## config.mk

```make
export PLATFORM = sky130hd
export DESIGN_NAME = irq_resolver
export DESIGN_NICKNAME = d
export VERILOG_FILES = /design/src/rtl/irq_res_pkg.sv /design/src/rtl/irq_prio_scan.sv /design/src/rtl/irq_res_ctrl.sv /design/src/rtl/irq_res_dpath.sv /design/src/rtl/irq_resolver.sv
export SDC_FILE = /design/constraint.sdc
export NUM_CORES = 1
export LEC_CHECK = 0
export BUFFER_PORTS_ARGS = -buffer_cell sky130_fd_sc_hd__clkbuf_2
export CELL_PAD_IN_SITES_DETAIL_PLACEMENT = 0
export CELL_PAD_IN_SITES_GLOBAL_PLACEMENT = 1
export CORE_MARGIN = 4
export CORE_UTILIZATION = 46
export CTS_CLUSTER_SIZE = 25
export DETAILED_ROUTE_END_ITERATION = 10
export GPL_TIMING_DRIVEN = 0
export PLACE_DENSITY_LB_ADDON = 0.1
export SLEW_MARGIN = 10
export SYNTH_ARGS = -nofsm -noshare
export SYNTH_HDL_FRONTEND = slang
export SYNTH_SLANG_ARGS = --single-unit
export TNS_END_PERCENT = 30
```

## constraint.sdc

```tcl
create_clock -name clk -period 6.7 [get_ports clk]
set_input_delay 0.335 -clock clk [delete_from_list [all_inputs] [get_ports clk]]
set_output_delay 0.335 -clock clk [all_outputs]
set_load 0.1 [all_outputs]
```

## src/rtl/irq_res_pkg.sv

```systemverilog
package irq_res_pkg;

  // strobes passed from the control side to the state datapath
  typedef struct packed {
    logic clearAll;
    logic maskWr;
    logic baseWr;
    logic trigWr;
    logic ackDo;
    logic eoiDo;
  } ctrlStrobes_t;

endpackage

```

## src/rtl/irq_prio_scan.sv

```systemverilog
module irq_prio_scan #(
  parameter int NUM_LINES = 8,
  localparam int IDXW = $clog2(NUM_LINES)
) (
  input  logic [NUM_LINES-1:0] vec,
  input  logic [IDXW-1:0]      base,
  output logic [IDXW:0]        idx,
  output logic [IDXW-1:0]      line
);

  logic [NUM_LINES-1:0] rot;

  // rotate so that position 0 holds line 'base'; sum wraps at IDXW bits
  genvar g;
  generate
    for (g = 0; g < NUM_LINES; g++) begin : gRot
      assign rot[g] = vec[IDXW'(g) + base];
    end
  endgenerate

  always_comb begin
    idx = (IDXW+1)'(NUM_LINES);
    for (int i = NUM_LINES - 1; i >= 0; i--) begin
      if (rot[i]) idx = (IDXW+1)'(i);
    end
    line = idx[IDXW-1:0] + base;
  end

endmodule

```

## src/rtl/irq_res_ctrl.sv

```systemverilog
module irq_res_ctrl
  import irq_res_pkg::*;
(
  input  logic         ctlReset,
  input  logic         maskWrEn,
  input  logic         baseWrEn,
  input  logic         trigWrEn,
  input  logic         ackEn,
  input  logic         eoiEn,
  input  logic         irqActive,
  output ctrlStrobes_t strobes
);

  always_comb begin
    strobes.clearAll = ctlReset;
    strobes.maskWr   = maskWrEn & ~ctlReset;
    strobes.baseWr   = baseWrEn & ~ctlReset;
    strobes.trigWr   = trigWrEn;
    // an acknowledge only means something while a line is presented
    strobes.ackDo    = ackEn & irqActive & ~ctlReset;
    strobes.eoiDo    = eoiEn & ~ctlReset;
  end

endmodule

```

## src/rtl/irq_res_dpath.sv

```systemverilog
module irq_res_dpath
  import irq_res_pkg::*;
#(
  parameter int NUM_LINES = 8,
  parameter bit IS_MASTER = 1'b1,
  parameter logic [NUM_LINES-1:0] TRIG_KEEP = '1,
  parameter int CASCADE_LINE = 2,
  localparam int IDXW = $clog2(NUM_LINES)
) (
  input  logic                 clk,
  input  logic                 rstN,
  input  ctrlStrobes_t         strobes,
  input  logic [NUM_LINES-1:0] irqIn,
  input  logic                 sfnmEn,
  input  logic [NUM_LINES-1:0] maskData,
  input  logic [IDXW-1:0]      baseData,
  input  logic [NUM_LINES-1:0] trigData,
  input  logic [IDXW-1:0]      eoiLine,
  output logic                 irqOut,
  output logic [IDXW-1:0]      irqLine,
  output logic [NUM_LINES-1:0] reqOut,
  output logic [NUM_LINES-1:0] isrOut,
  output logic [NUM_LINES-1:0] trigOut,
  output logic [NUM_LINES-1:0] pendOut
);

  localparam logic [NUM_LINES-1:0] CAS_BIT = NUM_LINES'(1) << CASCADE_LINE;

  logic [NUM_LINES-1:0] reqR, prevR, maskR, isrR, trigR;
  logic [NUM_LINES-1:0] reqN, prevN, maskN, isrN, trigN;
  logic [IDXW-1:0]      baseR, baseN;
  logic                 irqR;
  logic [IDXW-1:0]      lineR;

  logic [NUM_LINES-1:0] pendVec, svcVec;
  logic [IDXW:0]        pendIdx, svcIdx;
  logic [IDXW-1:0]      pendLine, svcLine;
  logic                 raise;

  // next-state of request capture, service and configuration
  always_comb begin
    reqN  = reqR;
    prevN = prevR;
    isrN  = isrR;
    for (int i = 0; i < NUM_LINES; i++) begin
      if (irqIn[i]) begin
        if (trigR[i] || !prevR[i]) reqN[i] = 1'b1;
        prevN[i] = 1'b1;
      end else begin
        reqN[i]  = 1'b0;
        prevN[i] = 1'b0;
      end
    end
    if (strobes.ackDo) begin
      isrN[lineR] = 1'b1;
      if (!trigR[lineR]) reqN[lineR] = 1'b0;
    end
    if (strobes.eoiDo) isrN[eoiLine] = 1'b0;
    maskN = strobes.maskWr ? maskData : maskR;
    baseN = strobes.baseWr ? baseData : baseR;
    trigN = strobes.trigWr ? (trigData & TRIG_KEEP) : trigR;
    if (strobes.clearAll) begin
      reqN  = '0;
      prevN = '0;
      isrN  = '0;
      maskN = '0;
      baseN = '0;
    end
  end

  always_ff @(posedge clk or negedge rstN) begin
    if (!rstN) begin
      reqR  <= '0;
      prevR <= '0;
      maskR <= '0;
      isrR  <= '0;
      trigR <= '0;
      baseR <= '0;
    end else begin
      reqR  <= reqN;
      prevR <= prevN;
      maskR <= maskN;
      isrR  <= isrN;
      trigR <= trigN;
      baseR <= baseN;
    end
  end

  assign pendVec = reqR & ~maskR;

  // only a master leaves the cascade line out of the service comparison
  generate
    if (IS_MASTER) begin : gMasterSvc
      assign svcVec = sfnmEn ? (isrR & ~CAS_BIT) : isrR;
    end else begin : gSlaveSvc
      assign svcVec = isrR;
    end
  endgenerate

  irq_prio_scan #(.NUM_LINES(NUM_LINES)) uPendScan (
    .vec  (pendVec),
    .base (baseR),
    .idx  (pendIdx),
    .line (pendLine)
  );

  irq_prio_scan #(.NUM_LINES(NUM_LINES)) uSvcScan (
    .vec  (svcVec),
    .base (baseR),
    .idx  (svcIdx),
    .line (svcLine)
  );

  assign raise = pendIdx < svcIdx;

  always_ff @(posedge clk or negedge rstN) begin
    if (!rstN) begin
      irqR  <= 1'b0;
      lineR <= '0;
    end else begin
      irqR  <= raise;
      lineR <= raise ? pendLine : '0;
    end
  end

  assign irqOut  = irqR;
  assign irqLine = lineR;
  assign reqOut  = reqR;
  assign isrOut  = isrR;
  assign trigOut = trigR;
  assign pendOut = pendVec;

  logic unusedSvc;
  assign unusedSvc = ^svcLine;

endmodule

```

## src/rtl/irq_resolver.sv

```systemverilog
module irq_resolver
  import irq_res_pkg::*;
#(
  parameter int NUM_LINES = 8,
  parameter bit IS_MASTER = 1'b1,
  parameter logic [NUM_LINES-1:0] MASTER_KEEP = NUM_LINES'('hF8),
  parameter logic [NUM_LINES-1:0] SLAVE_KEEP  = NUM_LINES'('hDE),
  parameter int CASCADE_LINE = 2,
  localparam int IDXW = $clog2(NUM_LINES),
  localparam logic [NUM_LINES-1:0] TRIG_KEEP = IS_MASTER ? MASTER_KEEP : SLAVE_KEEP
) (
  input  logic                 clk,
  input  logic                 rstN,
  input  logic                 ctlReset,
  input  logic [NUM_LINES-1:0] irqIn,
  input  logic                 sfnmEn,
  input  logic                 maskWrEn,
  input  logic [NUM_LINES-1:0] maskWrData,
  input  logic                 baseWrEn,
  input  logic [IDXW-1:0]      baseWrData,
  input  logic                 trigWrEn,
  input  logic [NUM_LINES-1:0] trigWrData,
  input  logic                 ackEn,
  input  logic                 eoiEn,
  input  logic [IDXW-1:0]      eoiLine,
  output logic                 irqOut,
  output logic [IDXW-1:0]      irqLine,
  output logic [NUM_LINES-1:0] reqOut,
  output logic [NUM_LINES-1:0] isrOut,
  output logic [NUM_LINES-1:0] trigMode
);

  ctrlStrobes_t         strobes;
  logic [NUM_LINES-1:0] pendVec;

  irq_res_ctrl uCtrl (
    .ctlReset  (ctlReset),
    .maskWrEn  (maskWrEn),
    .baseWrEn  (baseWrEn),
    .trigWrEn  (trigWrEn),
    .ackEn     (ackEn),
    .eoiEn     (eoiEn),
    .irqActive (irqOut),
    .strobes   (strobes)
  );

  irq_res_dpath #(
    .NUM_LINES    (NUM_LINES),
    .IS_MASTER    (IS_MASTER),
    .TRIG_KEEP    (TRIG_KEEP),
    .CASCADE_LINE (CASCADE_LINE)
  ) uDpath (
    .clk      (clk),
    .rstN     (rstN),
    .strobes  (strobes),
    .irqIn    (irqIn),
    .sfnmEn   (sfnmEn),
    .maskData (maskWrData),
    .baseData (baseWrData),
    .trigData (trigWrData),
    .eoiLine  (eoiLine),
    .irqOut   (irqOut),
    .irqLine  (irqLine),
    .reqOut   (reqOut),
    .isrOut   (isrOut),
    .trigOut  (trigMode),
    .pendOut  (pendVec)
  );

endmodule

```

=== After elaboration in Yosys (flattened, before gate mapping) ===
Cells that the tools add are included.

* Register bits after elaboration: 44
* Latch bits: 0
* Bits in writable memories: 0
* Memory bits (read-only): 0
* Bits of input ports: 39
* Output and inout bits: 28
* Memories: 0

* Add/subtract/negate cells: 8
* $mul: 0
* Div/mod/pow operators: 0
* Order comparisons: 13
* Equality and inequality tests: 0
* Shift operators: 0
* Muxes and demuxes: 91
* Bitwise operators: 13
* Reductions and logical operators: 14

{| class="wikitable"
|+ Operators by type and width
! operator !! count
|-
| 8-bit two-way mux || 9
|-
| 4-bit two-way mux || 16
|-
| 1-bit binary-select mux with 3-bit select || 17
|-
| 1-bit two-way mux || 43
|-
| 3-bit by 4-bit < comparator with 1-bit output (second input constant) || 10
|-
| 8-bit AND || 3
|-
| 8-bit NOT || 3
|-
| 3-bit adder (first input constant) || 4
|-
| 3-bit two-way mux || 4
|-
| 8-bit OR || 1
|-
| 2-bit by 3-bit adder with 3-bit output (first input constant) || 2
|-
| 1-bit demux with 3-bit select || 2
|-
| 3-bit by 1-bit >= comparator with 1-bit output (second input constant) || 2
|-
| 1-bit AND || 5
|-
| 1-bit logical NOT || 5
|-
| 1-bit logical OR || 5
|-
| 4-bit < comparator || 1
|-
| 2-bit nonzero test || 2
|-
| 1-bit by 3-bit adder with 3-bit output (first input constant) || 1
|-
| 3-bit adder || 1
|-
| 1-bit logical AND || 2
|-
| 1-bit NOT || 1
|}

=== Longest topological paths before layout ===
Gate-level depths: netlist of the first run.

* Depth after elaboration: 14
* Gate-level depth with buffers: 14
* Depth with buffers taken out: 13

=== Hierarchy ===
A second synthesis of the first run with hierarchy kept.

* Cell total of the unflattened synthesis: 314
* Area total of the unflattened synthesis: 3404.5 sq um

{| class="wikitable"
|+ By module, submodules not included
! module !! times used !! cells an instance !! area an instance (sq um)
|-
| irq_res_dpath || 1 || 164 || 1964.4
|-
| irq_prio_scan || 2 || 72 || 694.4
|-
| irq_res_ctrl || 1 || 6 || 51.3
|}

=== Least setup slack after synthesis of the first run ===
OpenSTA, ideal clock, no wires.

* Path kind: reg2reg
* From: register uDpath.baseR[1]
* To: register uDpath.lineR[0] (netlist: uDpath.irqLine[0])
* Library setup time: 73 ps
* Arrival: 3424 ps
* Required time: 6627 ps
* Setup slack: 3204 ps
* Cell stages (with the launch flop): 14
* Buffers on the path: 2
* Clock period less this slack: 3496 ps
* Cell sequence: dfrtp_1 > clkbuf_1 > inv_1 > ha_1 > clkbuf_1 > mux4_2 > mux2_2 > nor2_1 > nand3_1 > nand2b_1 > ha_1 > a2111oi_4 > o211ai_4 > a21boi_2

* Longest elaborated chain between the ends: 13
* Elaborated cells on any way between the ends: 58
* Classes of those cells: add/sub: 8; order compare: 1; mux: 49

{| class="wikitable"
|+ Ends and longest elaborated chain
! element !! line !! text
|-
| start, declared || irq_res_dpath.sv:31 || <nowiki>logic [IDXW-1:0] baseR, baseN;</nowiki>
|-
| start signal, assigned || irq_res_dpath.sv:85 || <nowiki>baseR <= baseN;</nowiki>
|-
| 3-bit adder || irq_prio_scan.sv:17 || <nowiki>assign rot[g] = vec[IDXW'(g) + base];</nowiki>
|-
| 1-bit binary-select mux with 3-bit select || irq_prio_scan.sv:17 ||
|-
| 1-bit two-way mux (not written as such) || irq_prio_scan.sv:17 ||
|-
| 4-bit two-way mux (8 in series) || irq_prio_scan.sv:24 || <nowiki>if (rot[i]) idx = (IDXW+1)'(i);</nowiki>
|-
| 4-bit < comparator / 3-bit adder (equally long branches) || irq_res_dpath.sv:114, irq_prio_scan.sv:26 ||
|-
| 3-bit two-way mux (*) || irq_res_dpath.sv:122 || <nowiki>lineR <= raise ? pendLine : '0;</nowiki>
|-
| end signal, assigned || irq_res_dpath.sv:122 ||
|-
| end, declared || irq_res_dpath.sv:33 || <nowiki>logic [IDXW-1:0] lineR;</nowiki>
|}

Mark *: on every way between the ends. The rest lies on a longest branch, timed or not. The select of a mux whose other input is x is not followed.
A chain may end at the register's enable or synchronous reset.

=== Worst setup path after layout of the first run ===
* From: register uDpath.baseR[1]
* To: register uDpath.lineR[1] (netlist: uDpath.irqLine[1])

The elaborated chain is that of the path after synthesis.

==> results.cfg, run 1 <==
[setup_path]
rr_worst_depth = 13
crit_arrival_ns = 4.25
required_ns = 6.93
cp-end-kind = register
cp-start-kind = register
rr_endpoint = uDpath.irqLine[1]
reg2reg_from = uDpath.baseR[1]
reg2reg_slack_ns = 2.67
critPathKind = register to register
worstPathMaxFanout = 10

[sta]
setup_violations = 0
fin_crit_ns = 4.026
fmax_mhz = 248.4
relSlewSlack = 0.3423
hold_viol_final = 0
clock-skew-final_ns = 0.007144
rsz0062_at_grt = no
worst_pin_slew_ns = 0.9865
finalSetupTns_ns = 0
final-max-slew-violation-count = 0
min_period_over_period = 0.6008

[detailed_routing]
drc = 0
drt_first_pass_iters = 4
vias_per_cell = 5.553
drtAntennaViolNets = 0
wire_per_inst_um = 16.86
wl_mm = 6.945
num_vias = 2288
drt-initial-drc-count = 130

[die]
die_area_um2 = 7726
die_y_um = 87.90
placementRows = 28
die_w_um = 87.90
ios = 67
initial_core_util = 0.4845
core_area_um2 = 6061

[place]
placed_area_um2 = 3333
io_buffers = 59
hpwl_mm = 5.518
gp_congestion = 0.8456

[logic_synthesis]
yosys_most_used_dff = dfrtp_1
synth-xor-area-share = 0.01449
yosys-mux-area-fraction = 0.2339
ys_ff_latch = 44
synth_top_family_by_area = multiplexers
synth.avg_cell_area_um2 = 10.92
yosys.area_share.simple = 0.1768
synth_cells = 269
synthTopCellsByCount = dfrtp_1, nor2_1, mux2i_1
synth_top_area_share = 0.3749
synth_warnings = 0
synthArstFlopShare = 1.000
yosysSeqAreaShare = 0.3749
synth.distinct_cells = 57
syn_area_um2 = 2937
synth-edff-count = 0
synth_most_common_cell = dfrtp_1
synthTopCellsByArea = dfrtp_1, mux4_2, mux2i_1
yosysTopAreaCell = dfrtp_1
synth_adder_area_share = 0.03238
synth_compound_area_frac = 0.1248

[clocking]
cts-resized-gates = 0
cts-hold-fix-buffers = 0
cts.htree.levels = 2
clock_latency_ns = 0.30
cts_root_buf = clkbuf_8
postCtsSetupBuffers = 0
numCtsBuffers = 5
ctsLongestPathBuffers = 2
path_clk_slew_ns = 0.08
clkSinkCount = 44
cts_tree = built

[global_route]
antenna_found_initial = 0
overflow = 0
grt_pass1_vias = 2264
grt_start_max_net_pins = 45
grt.total_usage = 0.1925
grt_pass1_wl_mm = 11.27

[power]
swShare = 0.4647
internal-power_mw = 0.4946
power_frac_seq = 0.341
powerDensity_nw_per_um2 = 270.6
vdd_drop_max_v = 0.0002089
p_leak_nw = 1.601
pwr-share-clk = 0.180
p_sw_mw = 0.4294
combinationalPowerShare = 0.479

[final_layout]
fin_nets = 383
regArea_um2 = 1101
multi_input_area_um2 = 1722
area_growth_pct = 16.28
n_antenna_cell = 0
finish.instance_area_um2 = 3415
drive_above_1_share = 0.3323
fill_cells = 569

[job]
maxCapViolations = 0

[outcome]
status = complete, no violations

[hold_path]
hold_class = input port to async pin
## routing by layer
metal  up-vias  wire length, µm  global-route usage
li1       1107                -                   -
met1      1116             3276              0.2790
met2        58             3243              0.2986
met3         7              352             0.03481
met4         0               73             0.05021
met5         -                0                   0
## placed cells by master, fill, tap and decap left out, drive strengths merged, types with 2 or more instances in the layout
master  instances
buf             8
and3            2
nor2b          15
nand3           2
a21boi          2
dfrtp          44
xnor2           3
nand2b          8
or2b            4
mux4           13
nor2           29
mux2           15
nor4bb          2
a211oi          4
clkbuf         71
a31oi           3
a311oi          4
nor3            2
nand2          16
a21o            2
conb            3
inv             8
ha              6
mux2i          21
o21ai          10
nor3b           5
a21oi          15
## worst max path at each step
| stage | startpoint | end | slack [ns] | depth (start not counted) |
|---|---|---|---|---|
| after global placement | uDpath.baseR[1] | uDpath.irqLine[0] | 2.70 | 13 |
| after detailed placement | uDpath.baseR[1] | uDpath.irqLine[1] | 2.69 | 13 |
| after global routing | uDpath.baseR[1] | uDpath.irqLine[0] | 2.36 | 13 |
| after CTS | uDpath.baseR[1] | uDpath.irqLine[0] | 2.66 | 13 |
| final | uDpath.baseR[1] | uDpath.irqLine[1] | 2.67 | 13 |
| after floorplan | uDpath.baseR[1] | uDpath.irqLine[0] | 3.20 | 13 |
## sequential cells by signal, indices dropped and copies added, names as in the netlist
name and count:
uDpath.baseR 3, uDpath.irqLine 3, uDpath.irqOut 1, uDpath.isrOut 8, uDpath.maskR 8, uDpath.prevR 8
uDpath.reqOut 8, uDpath.trigOut 5
## through the flow
stage,worst slack [ns],util,std cells,total power [mW],hold WS [ns]
3_5_place_dp,2.691,0.5500,405,0.7642,0.4766
5_1_grt,2.363,0.5634,412,0.9751,0.2598
2_1_floorplan,3.204,-,271,0.6705,0.03941
6_report,2.674,0.5634,412,0.9239,0.1892
4_1_cts,2.659,0.5634,412,0.9285,0.2562
3_3_place_gp,2.700,0.5500,405,0.7598,0.4725
## kinds of logic (layout without fill, tap and decap cells)
group | Yosys count | after routing
compound gates | 48 | 48
simple gates | 93 | 93
buf+inv | 23 | 89
mux | 49 | 49
xor+xnor | 4 | 4
flops | 44 | 44
fa+ha+maj | 7 | 7
other cells | 1 | 3
## cell type report
type | instances | share of cell area
inverter | 8 | 0.008794
timing repair buffer | 59 | 0.08648
clock inverter | 2 | 0.003664
tap | 75 | 0.02748
clock buffer | 5 | 0.02015
multi-input combinational | 204 | 0.5042
sequential | 44 | 0.3225
buffer | 15 | 0.02675
## worst max-delay path: stages (launching register included)
cell	delay [ns]
dfrtp_1	0.47
clkbuf_1	0.42
inv_1	0.23
ha_1	0.33
clkbuf_1	0.34
mux4_1	0.40
mux2_2	0.30
nor2_1	0.14
nand3_1	0.10
nand2b_1	0.16
ha_1	0.32
a2111oi_4	0.41
o211ai_4	0.16
a21oi_2	0.18
## power groups by stage
stage               clock network [mW]  logic, mW  registers [mW]
floorplan                            0      0.215           0.455
global placement                     0      0.440           0.320
detailed placement                   0      0.444           0.320
CTS                              0.168      0.446           0.315
global route                     0.180      0.476           0.319
finish                           0.166      0.443           0.315
Note: power is estimated with default switching activity, not from simulation.
==> run 2: changes to the inputs <==
--- a/config.mk
+++ b/config.mk
@@ -9,7 +9,7 @@
 export CELL_PAD_IN_SITES_DETAIL_PLACEMENT = 0
 export CELL_PAD_IN_SITES_GLOBAL_PLACEMENT = 1
 export CORE_MARGIN = 4
-export CORE_UTILIZATION = 46
+export CORE_UTILIZATION = 38
 export CTS_CLUSTER_SIZE = 25
 export DETAILED_ROUTE_END_ITERATION = 10
 export GPL_TIMING_DRIVEN = 0
==> constraint.sdc (replaced) <==
create_clock -name clk -period 3.4 [get_ports clk]
set_input_delay 0.17 -clock clk [delete_from_list [all_inputs] [get_ports clk]]
set_output_delay 0.17 -clock clk [all_outputs]
set_load 0.1 [all_outputs]
==> run 2 against run 1 <==
Net effect: non-clock buffer count grew 5; worst hold slack lost 0.084 ns; sequential cell count is the same; final cell count grew 7.3%; die area grew 19%; wire length grew 5.8%; maximum frequency grew 24%; core utilization shrank 7.4 points; clock-buffer cell count grew 1; first-iteration DRC count shrank 37%; clock power grew to 2.5 times the previous value; setup slack lost 2.5 ns.
==> results.cfg, run 2 (synthesis gave the netlist of run 1 again) <==
[job]
maxCapViolations = 0

[place]
hpwl_mm = 5.833
placed_area_um2 = 3364
gp_congestion = 0.7714
placed_cells = 429
io_buffers = 59

[sta]
worst_pin_slew_ns = 0.8229
final-max-slew-violation-count = 0
hold_viol_final = 0
relSlewSlack = 0.4472
clock-skew-final_ns = 0.004497
setup_violations = 0
fmax_mhz = 307.8
fin_crit_ns = 3.249
min_period_over_period = 0.9555
hold_slack_ns = 0.1048

[setup_path]
worstPathMaxFanout = 10
required_ns = 3.62
cp_cell_sequence = buf_6 > clkinvlp_4 > ha_4 > xnor2_4 > mux4_2 > nor2b_4 > nand2b_1 > nand3_1 > and3b_1 > ha_1 > o21a_1 > o21ai_0 > nand2b_1 > a21oi_2
critPathKind = register to register
crit_path_frequent_cell = nand2b_1
cp-start-kind = register
crit_arrival_ns = 3.47
cp_slowest_cell = mux4_2
cpPeakStageDelay_ns = 0.55
cp-end-kind = register

[clocking]
cts_tree = built
cts.htree.levels = 2
cts_root_buf = clkbuf_8
clkSinkCount = 44
numCtsBuffers = 5
ctsLongestPathBuffers = 2
path_clk_slew_ns = 0.09
clock_latency_ns = 0.29

[power]
vdd_drop_max_v = 0.0002970
internal-power_mw = 1.094
combinationalPowerShare = 0.466
pwr-share-clk = 0.216
p_leak_nw = 1.665
p_sw_mw = 0.8589
power_frac_seq = 0.318
powerDensity_nw_per_um2 = 541.7
swShare = 0.4397

[detailed_routing]
drc = 0
wl_mm = 7.346
drt-initial-drc-count = 82
wire_per_inst_um = 16.62
num_vias = 2302
drt_first_pass_iters = 4
drtAntennaViolNets = 0
vias_per_cell = 5.208

[final_layout]
final_cell_mix = clkbuf_2, dfrtp_1, nor2_1
fin_nets = 388
final_common_cell = clkbuf_2
area_growth_pct = 22.80
drive_above_1_share = 0.3615
layout.cells.non_filler = 442
finish.instance_area_um2 = 3606
n_antenna_cell = 0
finalCoreUtilization = 0.4893

[global_route]
grt.total_usage = 0.1660
antenna_found_initial = 0
grt_pass1_wl_mm = 11.43
grt_pass1_vias = 2196
overflow = 0
grt_start_max_net_pins = 45

[die]
die_y_um = 95.91
core_area_um2 = 7370
placementRows = 31
die_area_um2 = 9198
die_w_um = 95.91
ios = 67
initial_core_util = 0.3985

[hold_path]
hold_class = input port to register

[outcome]
status = complete, no violations
==> run 2: cell count changes in the layout (fill, tap and decap cells not counted), sizes merged <==
cell / before / now
dlygate4sd3: 0 / 1
buf: 8 / 13
inv: 8 / 7
bufinv: 0 / 1
==> run 2: worst paths after layout <==
path	from	endpoint	slack, ns	cells after the start
worst max register to register	uDpath.baseR[1]	uDpath.irqLine[1]	0.15	14
min in group asynchronous	rstN	uDpath.maskR[5]	0.39	2
worst max-delay path	uDpath.baseR[1]	uDpath.irqLine[1]	0.15	14
worst min-delay path	trigWrData[3]	uDpath.trigOut[3]	0.10	2
max in group asynchronous	rstN	uDpath.prevR[6]	2.50	3
worst min register to register	uDpath.prevR[5]	uDpath.reqOut[5]	0.49	3
==> run 2: what timing repair did <==
action,CTS,global route
endpoints found under the setup margin,4,4
gates resized for setup,6,4
setup buffers,0,4
hold endpoints to repair,0,19
hold buffers,0,1
pin swaps,0,2
==> run 2: critical path, delay by kind of cell (launching register included) <==
family,cells,cell delay (ns)
AOI/OAI and AO/OA,3,0.50
xor gates and xnor gates,1,0.21
muxes,1,0.55
adders and majority gates,2,0.42
buffers and inverters,2,0.31
and+or+nand+nor,5,0.74
DFF,1,0.44
==> run 2: power by group through the flow <==
stage / clock (mW) / sequential [mW] / combinational (mW)
finish: 0.422 / 0.621 / 0.909
global route: 0.457 / 0.629 / 0.975
CTS: 0.433 / 0.621 / 0.897
detailed placement: 0 / 0.631 / 0.886
global placement: 0 / 0.631 / 0.880
floorplan: 0 / 0.897 / 0.424
==> run 2: layout make-up <==
cell class                      count  area, µm²
Tap cell                           99      123.9
Fill cell                         725       3764
Timing Repair Buffer               65      375.4
Buffer                             14      95.09
Inverter                            8      33.78
Sequential cell                    44       1102
Multi-Input combinational cell    204       1754
Clock inverter                      2      38.79
Clock buffer                        6      82.58
==> run 2: layer usage <==
layer	vias to the layer above	track usage	share of wire
li1	1121	-	-
met1	1117	0.2337	0.46
met2	56	0.2611	0.48
met3	8	0.03206	0.043
met4	0	0.04621	0.014
met5	-	0	0
==> run 2: per-stage QoR <==
stage | TNS, ns | setup slack [ns] | power, mW
2_1_floorplan | 0 | 0.05660 | 1.322
3_3_place_gp | -1.761 | -0.4584 | 1.511
3_5_place_dp | -1.801 | -0.4648 | 1.518
4_1_cts | 0 | 0.01153 | 1.951
5_1_grt | -0.02231 | -0.01470 | 2.061
6_report | 0 | 0.1512 | 1.953
==> run 3: changes to the inputs <==
--- a/config.mk
+++ b/config.mk
@@ -8,12 +8,13 @@
 export BUFFER_PORTS_ARGS = -buffer_cell sky130_fd_sc_hd__clkbuf_2
 export CELL_PAD_IN_SITES_DETAIL_PLACEMENT = 0
 export CELL_PAD_IN_SITES_GLOBAL_PLACEMENT = 1
-export CORE_MARGIN = 4
+export CORE_MARGIN = 2
 export CORE_UTILIZATION = 38
 export CTS_CLUSTER_SIZE = 25
 export DETAILED_ROUTE_END_ITERATION = 10
-export GPL_TIMING_DRIVEN = 0
+export GPL_TIMING_DRIVEN = 1
 export PLACE_DENSITY_LB_ADDON = 0.1
+export RECOVER_POWER = 50
 export SLEW_MARGIN = 10
 export SYNTH_ARGS = -nofsm -noshare
 export SYNTH_HDL_FRONTEND = slang
==> run 3 against run 2 <==
Net effect: design area down 3.6%; die area down 8.2%; setup slack better by 0.17 ns; clock-buffer cell count down 1; critical endpoint unchanged; sequential share of layout area up 1.1 points; critical path type unchanged; total power down 2.5%; combinational power down 7.5%.
==> results.cfg, run 3 (synthesis gave the netlist of run 1 again) <==
[global_route]
antenna_found_initial = 0
grt_start_max_net_pins = 31
grt_pass1_wl_mm = 11.53
grt.total_usage = 0.1725
overflow = 0
grt_pass1_vias = 2299

[sta]
relSlewSlack = 0.02871
setup_violations = 0
fin_ws_ns = 0.3172
clock-skew-final_ns = 0.008191
fin_crit_ns = 3.083
worst_pin_slew_ns = 1.457
fmax_mhz = 324.4
min_period_over_period = 0.9067
hold_viol_final = 0
final-max-slew-violation-count = 0
rsz0062_at_grt = no
finalSetupTns_ns = 0

[setup_path]
cp-end-kind = register
cp_cell_sequence = inv_1 > ha_1 > mux4_2 > mux2i_1 > nand2_1 > nor3_1 > nand2b_1 > ha_1 > a2111oi_4 > o211ai_4 > a21oi_2
critPathLaunch = uDpath.baseR[1]
cpPeakStageDelay_ns = 0.48
critPathTopFamily = adder cells
rr_worst_depth = 11
rr_endpoint = uDpath.irqLine[1]
reg2reg_slack_ns = 0.32
critPathBufInv = 1
critPathKind = register to register
worstPathMaxFanout = 8
cp_slowest_cell = ha_1
cp-start-kind = register
crit_path_frequent_cell = ha_1
crit_arrival_ns = 3.31
reg2reg_from = uDpath.baseR[1]
required_ns = 3.63

[detailed_routing]
vias_per_cell = 5.176
wire_per_inst_um = 15.96
wl_met3_um = 186
drtAntennaViolNets = 0
highest_layer = met4
drt_first_pass_iters = 4
drt-initial-drc-count = 51
met2WireLength_mm = 3.420
wl_met1_mm = 3.317
wl_mm = 6.976
num_vias = 2262
drc = 0

[clocking]
postCtsSetupBuffers = 0
ctsLongestPathBuffers = 2
clock_latency_ns = 0.30
clkSinkCount = 44
cts_tree = built
cts_root_buf = clkbuf_8
cts.htree.levels = 2
numCtsBuffers = 5
path_clk_slew_ns = 0.09

[die]
die_y_um = 91.91
initial_core_util = 0.3860
die_w_um = 91.91
ios = 67
die_area_um2 = 8447
placementRows = 32
core_area_um2 = 7607

[final_layout]
n_antenna_cell = 0
final_common_cell = clkbuf_2
drive_above_1_share = 0.3403
fin_nets = 380
fill_cells = 768
area_growth_pct = 18.36
final_cell_mix = clkbuf_2, dfrtp_1, nor2_1

[hold_path]
hold_class = input port to register
hold_end = uDpath.trigOut[3]
hp-start = trigWrData[3]
hold-path-cell-count = 2

[power]
vdd_drop_max_v = 0.0003103
total_power_mw = 1.905
p_leak_nw = 1.619
powerDensity_nw_per_um2 = 548.0

[place]
dpl_worst_slack_ns = 0.3016
gp_congestion = 0.7770
hpwl_mm = 5.430
io_buffers = 60

[job]
maxCapViolations = 0

[outcome]
status = complete, no violations
==> run 3: worst max-delay path by stage <==
stage / to / slack, ns / cells past startpoint
floorplan: uDpath.irqLine[0] / 0.06 / 13
global placement: uDpath.irqLine[2] / 0.35 / 11
detailed placement: uDpath.irqLine[0] / 0.30 / 11
CTS: uDpath.irqLine[0] / 0.27 / 11
global route: uDpath.irqLine[1] / 0.06 / 11
finish: uDpath.irqLine[1] / 0.32 / 11
==> run 3: stage by stage <==
step | hold WS (ns) | utilization | area [µm²] | std cells
after detailed placement | 0.1410 | 0.4411 | 3356 | 428
final | 0.09528 | 0.4569 | 3476 | 437
after global placement | 0.1360 | 0.4411 | 3356 | 428
after floorplan | -0.1256 | - | 2945 | 271
after CTS | 0.08718 | 0.4577 | 3482 | 437
after global routing | 0.08396 | 0.4569 | 3476 | 437
==> run 3: where the power goes <==
part | total [mW] | switching [mW] | internal (mW) | leakage, nW
clock | 0.412 | 0.191 | 0.221 | 0.0583
combinational | 0.841 | 0.580 | 0.261 | 0.988
sequential | 0.651 | 0.0771 | 0.574 | 0.573
==> run 3: metal layers <==
metal	global-route usage	vias up
li1	-	1110
met2	0.2929	41
met1	0.2359	1107
met3	0.02383	4
met4	0.03731	0
met5	0	-
==> run 3: layout make-up <==
cell class,instances,area (µm²),area share
Multi-Input combinational cell,204,1722,0.4953
Tap cell,102,127.6,0.03672
Clock inverter,3,47.55,0.01368
Clock buffer,5,68.82,0.01980
Sequential cell,44,1101,0.3168
Timing Repair Buffer,71,379.1,0.1091
Inverter,8,30.03,0.008639
==> run 3: worst register-to-register path, delay by kind of cell (launching register included) <==
kind	cells	cell delay, ns
AND/OR/NAND/NOR	3	0.46
flip-flops	1	0.35
adder cells (fa/ha/maj)	2	0.80
buffers and inverters	1	0.06
AO/OA/AOI/OAI	3	0.72
multiplexers	2	0.62
==> run 3: timing repair <==
item | CTS | global route
hold endpoints to repair | 17 | 0
hold buffers | 1 | 0
gates resized for setup | 0 | 0
